$ cat src/rtl/acg_pkg.sv
// Shared types for the audio clock generator.
// Assumes: the frame mode field is two bits wide.
package acg_pkg;
    typedef enum logic [1:0] {
        FRM_PULSE  = 2'd0,
        FRM_HALF   = 2'd1,
        FRM_CUSTOM = 2'd2,
        FRM_ALT    = 2'd3
    } frame_mode_e;
endpackage

$ cat src/rtl/acg_div.sv
// Integer clock divider with a registered output level.
// It also gives combinational strobes that are true in the cycle before the
// output rises and the cycle before it falls, so that a downstream register
// can switch on the same clock edge as the output.
// Assumes: ratio_cfg and low_long are held stable while en is high.
module acg_div #(
    parameter int DIV_W = 10
) (
    input  logic             clk,
    input  logic             rst_n,
    input  logic             en,
    input  logic [DIV_W-1:0] ratio_cfg,
    input  logic             low_long,
    output logic             clk_o,
    output logic             rise_nx,
    output logic             fall_nx
);
    localparam int CNT_W  = DIV_W + 1;
    localparam int FULL_I = 1 << DIV_W;
    localparam logic [CNT_W-1:0] FULL = FULL_I[CNT_W-1:0];

    logic [CNT_W-1:0] eff;
    logic [CNT_W-1:0] hi_len;
    logic [CNT_W-1:0] cnt;

    // Effective ratio: 0 selects the largest ratio, 1 is raised to 2.
    always_comb begin
        if (ratio_cfg == '0)
            eff = FULL;
        else if (ratio_cfg == DIV_W'(1))
            eff = CNT_W'(2);
        else
            eff = {1'b0, ratio_cfg};
    end

    // High length: half the ratio, plus one for an odd ratio with a long high phase.
    always_comb hi_len = (eff >> 1) + {{(CNT_W-1){1'b0}}, eff[0] & ~low_long};

    // Strobes that announce the next output edge.
    always_comb begin
        rise_nx = en && (cnt == '0);
        fall_nx = en && (cnt == hi_len);
    end

    // Period counter and output level; both are cleared while disabled.
    always_ff @(posedge clk) begin
        if (!rst_n || !en) begin
            cnt   <= '0;
            clk_o <= 1'b0;
        end else begin
            clk_o <= (cnt < hi_len);
            cnt   <= (cnt == eff - CNT_W'(1)) ? '0 : cnt + CNT_W'(1);
        end
    end
endmodule

$ cat src/rtl/acg_frame.sv
// Frame clock shaper: counts launch strobes (one per BCLK period) through a
// frame made of a high segment and a low segment, chosen by the mode.
// Assumes: wdiv and mode are held stable while en is high. A zero length is
// raised to one period.
module acg_frame
    import acg_pkg::*;
#(
    parameter int WD_W  = 16,
    parameter int LEN_W = 10
) (
    input  logic            clk,
    input  logic            rst_n,
    input  logic            en,
    input  logic            stb,
    input  logic [1:0]      mode,
    input  logic [WD_W-1:0] wdiv,
    output logic            wclk_o
);
    localparam int HALF_W = WD_W / 2;
    localparam int PER_W  = LEN_W + 1;

    frame_mode_e      fmode;
    logic [LEN_W-1:0] half_len;
    logic [LEN_W-1:0] c_hi;
    logic [LEN_W-1:0] c_lo;
    logic [LEN_W-1:0] hi_p;
    logic [LEN_W-1:0] lo_p;
    logic [PER_W-1:0] per;
    logic [PER_W-1:0] pcnt;

    // Field extraction with zero lengths raised to one.
    always_comb begin
        fmode    = frame_mode_e'(mode);
        half_len = (wdiv[LEN_W-1:0] == '0) ? LEN_W'(1) : wdiv[LEN_W-1:0];
        c_hi     = (wdiv[HALF_W-1:0] == '0) ? LEN_W'(1) : LEN_W'(wdiv[HALF_W-1:0]);
        c_lo     = (wdiv[WD_W-1:HALF_W] == '0) ? LEN_W'(1) : LEN_W'(wdiv[WD_W-1:HALF_W]);
    end

    // Mode decode into high and low segment lengths.
    always_comb begin
        case (fmode)
            FRM_HALF:   begin hi_p = half_len; lo_p = half_len; end
            FRM_CUSTOM: begin hi_p = c_hi;     lo_p = c_lo;     end
            default:    begin hi_p = LEN_W'(1); lo_p = half_len; end
        endcase
        per = {1'b0, hi_p} + {1'b0, lo_p};
    end

    // Frame position counter and level, advanced on each launch strobe.
    always_ff @(posedge clk) begin
        if (!rst_n || !en) begin
            pcnt   <= '0;
            wclk_o <= 1'b0;
        end else if (stb) begin
            wclk_o <= (pcnt < {1'b0, hi_p});
            pcnt   <= (pcnt == per - PER_W'(1)) ? '0 : pcnt + PER_W'(1);
        end
    end
endmodule

$ cat src/rtl/audio_clkgen.sv
// Audio clock generator top: an MCLK divider, a BCLK divider and a WCLK
// shaper clocked by BCLK launch strobes.
// Assumes: configuration inputs change only while the matching enable is low.
module audio_clkgen #(
    parameter int DIV_W  = 10,
    parameter int FDIV_W = 16
) (
    input  logic              clk,
    input  logic              rst_n,
    input  logic              mclk_en,
    input  logic              sclk_en,
    input  logic [DIV_W-1:0]  mclk_ratio,
    input  logic [DIV_W-1:0]  bclk_ratio,
    input  logic [FDIV_W-1:0] frame_div,
    input  logic [1:0]        frame_mode,
    input  logic              sample_pos,
    output logic              mclk_o,
    output logic              bclk_o,
    output logic              wclk_o
);
    logic m_rise_nx, m_fall_nx;
    logic b_rise_nx, b_fall_nx;
    logic launch_nx;

    acg_div #(.DIV_W(DIV_W)) u_mdiv (
        .clk(clk), .rst_n(rst_n), .en(mclk_en), .ratio_cfg(mclk_ratio),
        .low_long(1'b1), .clk_o(mclk_o), .rise_nx(m_rise_nx), .fall_nx(m_fall_nx)
    );

    acg_div #(.DIV_W(DIV_W)) u_bdiv (
        .clk(clk), .rst_n(rst_n), .en(sclk_en), .ratio_cfg(bclk_ratio),
        .low_long(~sample_pos), .clk_o(bclk_o), .rise_nx(b_rise_nx), .fall_nx(b_fall_nx)
    );

    // Launch edge choice follows the sample-edge select.
    always_comb launch_nx = sample_pos ? b_fall_nx : b_rise_nx;

    acg_frame #(.WD_W(FDIV_W), .LEN_W(DIV_W)) u_frame (
        .clk(clk), .rst_n(rst_n), .en(sclk_en), .stb(launch_nx),
        .mode(frame_mode), .wdiv(frame_div), .wclk_o(wclk_o)
    );
endmodule

$ cat config.mk
export PLATFORM = sky130hd
export DESIGN_NAME = audio_clkgen
export DESIGN_NICKNAME = d
export VERILOG_FILES = /design/src/rtl/acg_pkg.sv /design/src/rtl/acg_div.sv /design/src/rtl/acg_frame.sv /design/src/rtl/audio_clkgen.sv
export SDC_FILE = /design/constraint.sdc
export NUM_CORES = 1
export LEC_CHECK = 0
export BUFFER_PORTS_ARGS = -buffer_cell sky130_fd_sc_hd__buf_2
export CAP_MARGIN = 0
export CORE_ASPECT_RATIO = 1.1
export CORE_MARGIN = 2
export CORE_UTILIZATION = 30
export CTS_CLUSTER_DIAMETER = 30
export DETAILED_ROUTE_END_ITERATION = 10
export PLACE_DENSITY = 0.51
export SYNTH_ARGS = -nofsm -noshare
export SYNTH_HDL_FRONTEND = slang
export SYNTH_SLANG_ARGS = --single-unit
$ cat constraint.sdc
create_clock -name clk -period 3.9 [get_ports clk]
set_input_delay 0.195 -clock clk [delete_from_list [all_inputs] [get_ports clk]]
set_output_delay 0.195 -clock clk [all_outputs]
set_load 0.02 [all_outputs]
==> key figures, run 1 <==
Floorplan
  • Starting Density: 0.308
  • I/O Pins: 46
  • Die Ht: 129 um
  • Die Area: 0.0152 mm^2
  • Core Rows: 45
  • Placeable Area: 0.0139 mm^2
  • Die Wd: 118 um

Synthesis
  • Synth cell types: 70
  • Post-synthesis cell count: 529
  • Syn Nets: 633
  • Main synth FF type: dfxtp_1
  • Synth cell count leaders: ha_1, inv_1, xnor2_1
  • #FFs+latches synth: 36
  • Ys async rst share: 0
  • Post-synth top area share: 0.176
  • Cell taking the most area after synthesis: ha_1
  • Top-count cell post-synth: ha_1
  • Avg Inst Size Synth: 8.07 um^2
  • Sequential share of the synthesized area: 0.169
  • Synth top area cells: ha_1, dfxtp_1, xnor2_1
  • Post-synth EDFFs: 0
  • Synthesized area: 0.00427 mm^2
  • Synth warn: 0

Timing
  • Actual slew at the worst max-slew pin: 1.01 ns
  • Max_slew headroom: 0.326
  • Clock Skew: 0.00348 ns
  • Setup TNS: 0 ns
  • Slew Viols, Final: 0
  • RSZ-0062 raised after global routing: no
  • Final min period: 3.56 ns
  • Final worst slack: 0.340 ns
  • Fmax: 281 MHz
  • Final Hold Violating Endpoints: 0
  • Final setup viols: 0
  • Final worst-path cycle share: 0.913

GRT
  • Vias in the first global route: 3,773
  • Largest net degree at the start of global routing: 24
  • First-pass GRT wire length: 17.7 mm
  • Congestion Overflow GR: 0
  • Initial antenna violation count: 0
  • All-Layer GR Usage: 0.139

Worst setup path
  • R2r worst-path depth: 9
  • Critical path peak fanout: 6
  • CP required: 4.07 ns
  • Critical path type: primary input to flop
  • Worst setup EP type: flop
  • Startpoint Class: primary input
  • Worst EP arrival: 3.73 ns

Power and ir drop
  • VDD IR-drop max: 0.000157 V
  • Pwr/cell area: 253 mW/mm^2
  • Leak: 2.07 nW

Placement
  • Final HPWL DP: 8.57 mm
  • Dpl cell area: 0.00472 mm^2
  • Post-Place Worst Slack: 0.0452 ns
  • IO Port Bufs: 45
  • GP Congestion: 0.898

Finish
  • Antenna diodes: 0
  • Layout cell share with drive strength beyond 1: 0.171
  • Area delta synth->final: 14.8%
  • Fill cells: 1,537
  • Nets@finish: 683
  • Cell area after layout: 0.00490 mm^2

Drt
  • Pre-Repair DR Iteration Count: 4
  • 1st-iter DRT viols: 121
  • Final wirelength: 10.3 mm
  • DR WL/cell: 13.4 um
  • DRC violations left: 0
  • Via density: 4.93
  • Routed Antenna Nets: 0
  • Via count: 3,785

Outcome
  • Status: completed

Worst hold path
  • Hold Path Class: primary input to flop
  • Hold path depth: 4

CTS
  • CTS Buf Count: 5
  • CTS clk-pin slew, worst paths: 0.06 ns
  • Worst-Skew Late Latency: 0.27 ns
  • CTS Sinks: 36
  • Clock root cell: clkbuf_16
  • CTS Buffer Depth: 2
  • H-tree levels: 2
  • CTS tree: built

Flow run
  • Max-Cap Viols: 0
## critical path: stages
cell      delay, ns
buf_2          0.15
nor4_4         0.39
nand3_1        0.12
a21oi_1        0.17
ha_1           0.21
ha_1           0.22
nand2_1        0.07
nor2_1         0.15
nand3_1        0.12
xor2_1         0.16
ha_1           0.31
nand4_1        0.12
or3_1          0.40
a21oi_1        0.22
and3_4         0.23
nand4_1        0.11
xor2_1         0.17
a211oi_1       0.21
## state kept, by name (all words and copies together), names as in the netlist
register and count:
u_bdiv.clk_o 1, u_bdiv.cnt 11, u_frame.pcnt 11, u_frame.wclk_o 1
u_mdiv.clk_o 1, u_mdiv.cnt 11
## path summary, 6_finish.rpt
kind                                                from                      endpoint  slack, ns
worst max-delay path                       bclk_ratio[6]  u_frame.pcnt[9]$_SDFFE_PP0P_       0.34
worst min-delay path                             mclk_en       u_mdiv.clk_o$_SDFF_PP0_       0.29
worst max register to register  u_bdiv.cnt[0]$_SDFF_PP0_  u_frame.pcnt[9]$_SDFFE_PP0P_       1.41
worst min register to register  u_mdiv.cnt[0]$_SDFF_PP0_      u_mdiv.cnt[0]$_SDFF_PP0_       0.50
## placed cells by master, fill, tap and decap left out, types with 10 or more instances in the layout
| cell | Yosys | routed |
|---|---|---|
| nor3_2 | 10 | 10 |
| ha_1 | 60 | 60 |
| xnor2_1 | 44 | 44 |
| inv_1 | 46 | 46 |
| nand2_1 | 38 | 38 |
| dfxtp_1 | 36 | 36 |
| nor2_2 | 10 | 10 |
| a21oi_1 | 20 | 20 |
| xor2_1 | 30 | 30 |
| buf_4 | 1 | 11 |
| buf_2 | 2 | 45 |
| nand4_1 | 13 | 13 |
| o21ai_0 | 13 | 13 |
| nand3_1 | 23 | 23 |
| nor2_1 | 33 | 33 |
## timing repair
item,in CTS,in global routing
buffers inserted,0,1
hold buffers,0,0
setup endpoints to repair,0,1
endpoints found under the hold margin,0,0
resized for setup,0,1
## where the power goes
part	switching (W)	internal [W]
sequential	0.00000570	0.000372
clock	0.000143	0.000300
combinational	0.000234	0.000183
total	0.000382	0.000855
## metrics by stage
step	instances	utilization	total power (W)	hold slack (ns)
finish	768	0.354	0.00124	0.294
global route	768	0.354	0.00132	0.337
CTS	767	0.353	0.00126	0.291
detailed placement	759	0.341	0.000803	0.488
global placement	759	0.341	0.000798	0.486
floorplan	529	-	0.000684	0.420
## metal layers
| metal | up-vias | wire, um | global-route usage |
|---|---|---|---|
| met5 | - | 0 | 0 |
| met4 | 0 | 69 | 0.0248 |
| met3 | 7 | 274 | 0.0185 |
| met2 | 45 | 5010 | 0.257 |
| met1 | 1752 | 4970 | 0.174 |
| li1 | 1981 | - | - |
## area by class of cell
class / instances / area (um^2) / share of cell area
multi-input cells: 434 / 3300 / 0.673
flip-flops and latches: 36 / 721 / 0.147
clock inverters: 2 / 35.0 / 0.00715
inverters: 46 / 173 / 0.0352
well taps: 188 / 235 / 0.0480
clock buffers: 6 / 129 / 0.0263
repair buffers: 56 / 308 / 0.0628
## kinds of logic after synthesis
family,Yosys count,share of synthesized area
buffers and inverters,59,0.0589
xor gates and xnor gates,74,0.152
adders and majority gates,61,0.181
and+or+nand+nor,193,0.268
other,1,0.000879
muxes,9,0.0211
DFF,36,0.169
AOI/OAI and AO/OA,96,0.150
Note: power is estimated with default switching activity, not from simulation.
==> run 2: changes to the inputs <==
--- a/config.mk
+++ b/config.mk
@@ -7,7 +7,6 @@
 export LEC_CHECK = 0
 export BUFFER_PORTS_ARGS = -buffer_cell sky130_fd_sc_hd__buf_2
 export CAP_MARGIN = 0
-export CORE_ASPECT_RATIO = 1.1
 export CORE_MARGIN = 2
 export CORE_UTILIZATION = 30
 export CTS_CLUSTER_DIAMETER = 30
==> run 2 against run 1 <==
Via count shrank 0.11%. Global-route usage down 0.30 points. Final area down 0.31%. Count of clock-buffer cells in the layout did not move. Combinational power barely moved. Setup slack improved by 0.013 ns. Critical path type unchanged. Largest cell class unchanged.
==> key figures, run 2 (synthesis gave the netlist of run 1 again) <==
Outcome
  • Status: completed

Worst setup path
  • Worst reg2reg endpoint: u_frame.pcnt[10]$_SDFFE_PP0P_
  • Crit-path slowest cell: or3_1
  • CP required: 4.07 ns (about the same)
  • R2r worst-path depth: 9 (unchanged)
  • Worst setup EP type: flop
  • Critical path peak fanout: 5 (-1)
  • Critical path type: primary input to flop
  • CP bufs+invs: 2 (+1)
  • CP cell instances: buf_2, inv_1, ha_1, o211ai_1, nand2_1, nor2_1, ha_1, ha_2, nand2_1, nor2_1, nand3_1, xor2_1, ha_1, nand4_1, or3_1, a21oi_1, and3_4, nand4_1, xor2_1, a211oi_1
  • Reg2reg setup slack: 1.44 ns (+0.03 ns)
  • FF-to-FF Start: u_bdiv.cnt[0]$_SDFF_PP0_
  • Worst EP arrival: 3.72 ns (about the same)
  • Slowest stage delay, CP: 0.40 ns (about the same)
  • Startpoint Class: primary input
  • Crit-path leading delay family: simple AND/OR/NAND/NOR gates
  • CP most frequent cell: ha_1

Timing
  • Final worst-path cycle share: 0.909 (-0.00329)
  • Final Hold Violating Endpoints: 0 (unchanged)
  • RSZ-0062 raised after global routing: no
  • Slew Viols, Final: 0 (unchanged)
  • Final min period: 3.55 ns (-0.0128 ns)
  • Setup TNS: 0 ns (unchanged)
  • Clock Skew: 0.00369 ns (+0.000208 ns)
  • Max_slew headroom: 0.342 (+0.0157)
  • Actual slew at the worst max-slew pin: 0.985 ns (-0.0235 ns)
  • Fmax: 282 MHz (+0.36%)
  • Final setup viols: 0 (unchanged)

Placement
  • GP Congestion: 0.857 (-4.6%)
  • Final HPWL DP: 8.37 mm (-2.3%)
  • IO Port Bufs: 45 (unchanged)

Power and ir drop
  • Switching power: 0.000376 W (-1.7%)
  • VDD IR-drop max: 0.000149 V (-4.6%)
  • Leak: 2.07 nW (about the same)
  • Seq pwr share: 0.325 (+0.020)
  • Power Internal: 0.000786 W (-8.1%)
  • Sw Ratio: 0.323 (+0.0145)
  • Combinational fraction of design power: 0.357 (+0.020)
  • Total power: 0.00116 W (-6.1%)
  • Clock power frac: 0.318 (-0.040)
  • Pwr/cell area: 238 mW/mm^2 (-5.8%)

Drt
  • Top routing layer used: met4
  • Met1 wire length: 4.88 mm (-2.0%)
  • 1st-iter DRT viols: 139 (+15%)
  • Via count: 3,781 (-0.11%)
  • Via density: 4.96 (+0.68%)
  • Wire length on met2: 4.94 mm (-1.4%)
  • Final wirelength: 10.2 mm (-1.4%)
  • DR WL/cell: 13.4 um (-0.63%)
  • DRC violations left: 0 (unchanged)
  • Pre-Repair DR Iteration Count: 4 (unchanged)
  • Routed Antenna Nets: 0 (unchanged)
  • WL met3: 278 um (+1.5%)

GRT
  • Largest net degree at the start of global routing: 24 (unchanged)
  • Vias in the first global route: 3,608 (-4.4%)
  • First-pass GRT wire length: 16.9 mm (-4.9%)
  • Congestion Overflow GR: 0 (unchanged)
  • Initial antenna violation count: 0 (unchanged)
  • All-Layer GR Usage: 0.136 (-0.00303)

CTS
  • Worst-Skew Late Latency: 0.27 ns (about the same)
  • H-tree levels: 2 (unchanged)
  • CTS Sinks: 36 (unchanged)
  • CTS tree: built
  • CTS Buf Count: 5 (unchanged)
  • CTS clk-pin slew, worst paths: 0.05 ns (about the same)
  • Clock root cell: clkbuf_16
  • CTS Buffer Depth: 2 (unchanged)
  • Hold-fix buffers, CTS: 0 (unchanged)

Floorplan
  • Die Area: 0.0152 mm^2 (about the same)
  • Core Rows: 43 (-4.4%)
  • I/O Pins: 46 (unchanged)
  • Starting Density: 0.307 (-0.000666)
  • Die Ht: 123 um (-4.5%)
  • Placeable Area: 0.0139 mm^2 (+0.22%)
  • Die Wd: 123 um (+4.7%)

Finish
  • Layout cell share with drive strength beyond 1: 0.175 (+0.00457)
  • Nets@finish: 686 (+0.44%)
  • Area delta synth->final: 14.5%
  • Antenna diodes: 0 (unchanged)
  • Largest regs: u_bdiv.cnt: 11 flops, u_frame.pcnt: 11 flops, u_mdiv.cnt: 11 flops
  • Commonest non-fill, non-tap cell in the layout: ha_1
  • Most frequent cells in the layout: ha_1, inv_1, buf_2

Worst hold path
  • Hold Path Class: primary input to flop
  • Hold path depth: 4 (unchanged)
  • End of the worst hold path: u_mdiv.clk_o$_SDFF_PP0_
  • Min-delay src: mclk_en

Flow run
  • Max-Cap Viols: 0 (unchanged)
## run 2: worst register-to-register path: stages, from the launching register on
cell      delay [ns]
dfxtp_1         0.53
inv_1           0.15
ha_1            0.33
nand4_1         0.08
or3_1           0.33
a21oi_1         0.23
and3_4          0.23
nand4_1         0.11
xor2_1          0.17
a211oi_1        0.20
## run 2: through the flow
| stage | std cells | cell area [um^2] | hold slack [ns] | util | setup WS, ns |
|---|---|---|---|---|---|
| after floorplan | 529 | 4270 | 0.420 | - | 0.400 |
| after global routing | 762 | 4880 | 0.311 | 0.352 | 0.000125 |
| after global placement | 754 | 4740 | 0.483 | 0.341 | 0.161 |
| after CTS | 761 | 4870 | 0.296 | 0.351 | 0.318 |
| after detailed placement | 754 | 4740 | 0.487 | 0.341 | 0.0417 |
| final | 762 | 4880 | 0.302 | 0.352 | 0.353 |
## run 2: metal layers
layer,global-route usage,up-vias
met4,0.0227,0
li1,-,1991
met1,0.178,1736
met3,0.0157,6
met5,0,-
met2,0.242,48
## run 2: power by group through the flow
stage | registers [W] | clock network, W | logic, W
after floorplan | 0.000386 | 0 | 0.000298
after global placement | 0.000385 | 0 | 0.000410
after detailed placement | 0.000386 | 0 | 0.000413
final | 0.000378 | 0.000370 | 0.000414
after global routing | 0.000378 | 0.000402 | 0.000466
after CTS | 0.000378 | 0.000383 | 0.000415
## run 2: worst max-delay path by stage
stage | startpoint | endpoint | slack, ns | cells past startpoint
finish | bclk_ratio[0] | u_frame.pcnt[10]$_SDFFE_PP0P_ | 0.35 | 20
global route | bclk_ratio[0] | u_frame.pcnt[9]$_SDFFE_PP0P_ | 0.0001 | 20
global placement | bclk_ratio[5] | u_frame.pcnt[10]$_SDFFE_PP0P_ | 0.16 | 18
detailed placement | bclk_ratio[5] | u_frame.pcnt[9]$_SDFFE_PP0P_ | 0.04 | 18
floorplan | bclk_ratio[3] | u_frame.pcnt[9]$_SDFFE_PP0P_ | 0.40 | 18
CTS | bclk_ratio[5] | u_frame.pcnt[9]$_SDFFE_PP0P_ | 0.32 | 18
## run 2: repair_timing
action / in CTS / in global routing
setup buffers: 0 / 1
endpoints found under the setup margin: 0 / 2
resized for setup: 0 / 2
## run 2: final cells by class
class | count | area (um^2)
clock buffer | 6 | 129
sequential | 36 | 721
multi-input combinational | 434 | 3300
tap | 180 | 225
clock inverter | 1 | 5.00
fill | 1510 | 9000
inverter | 46 | 173
timing repair buffer | 59 | 330
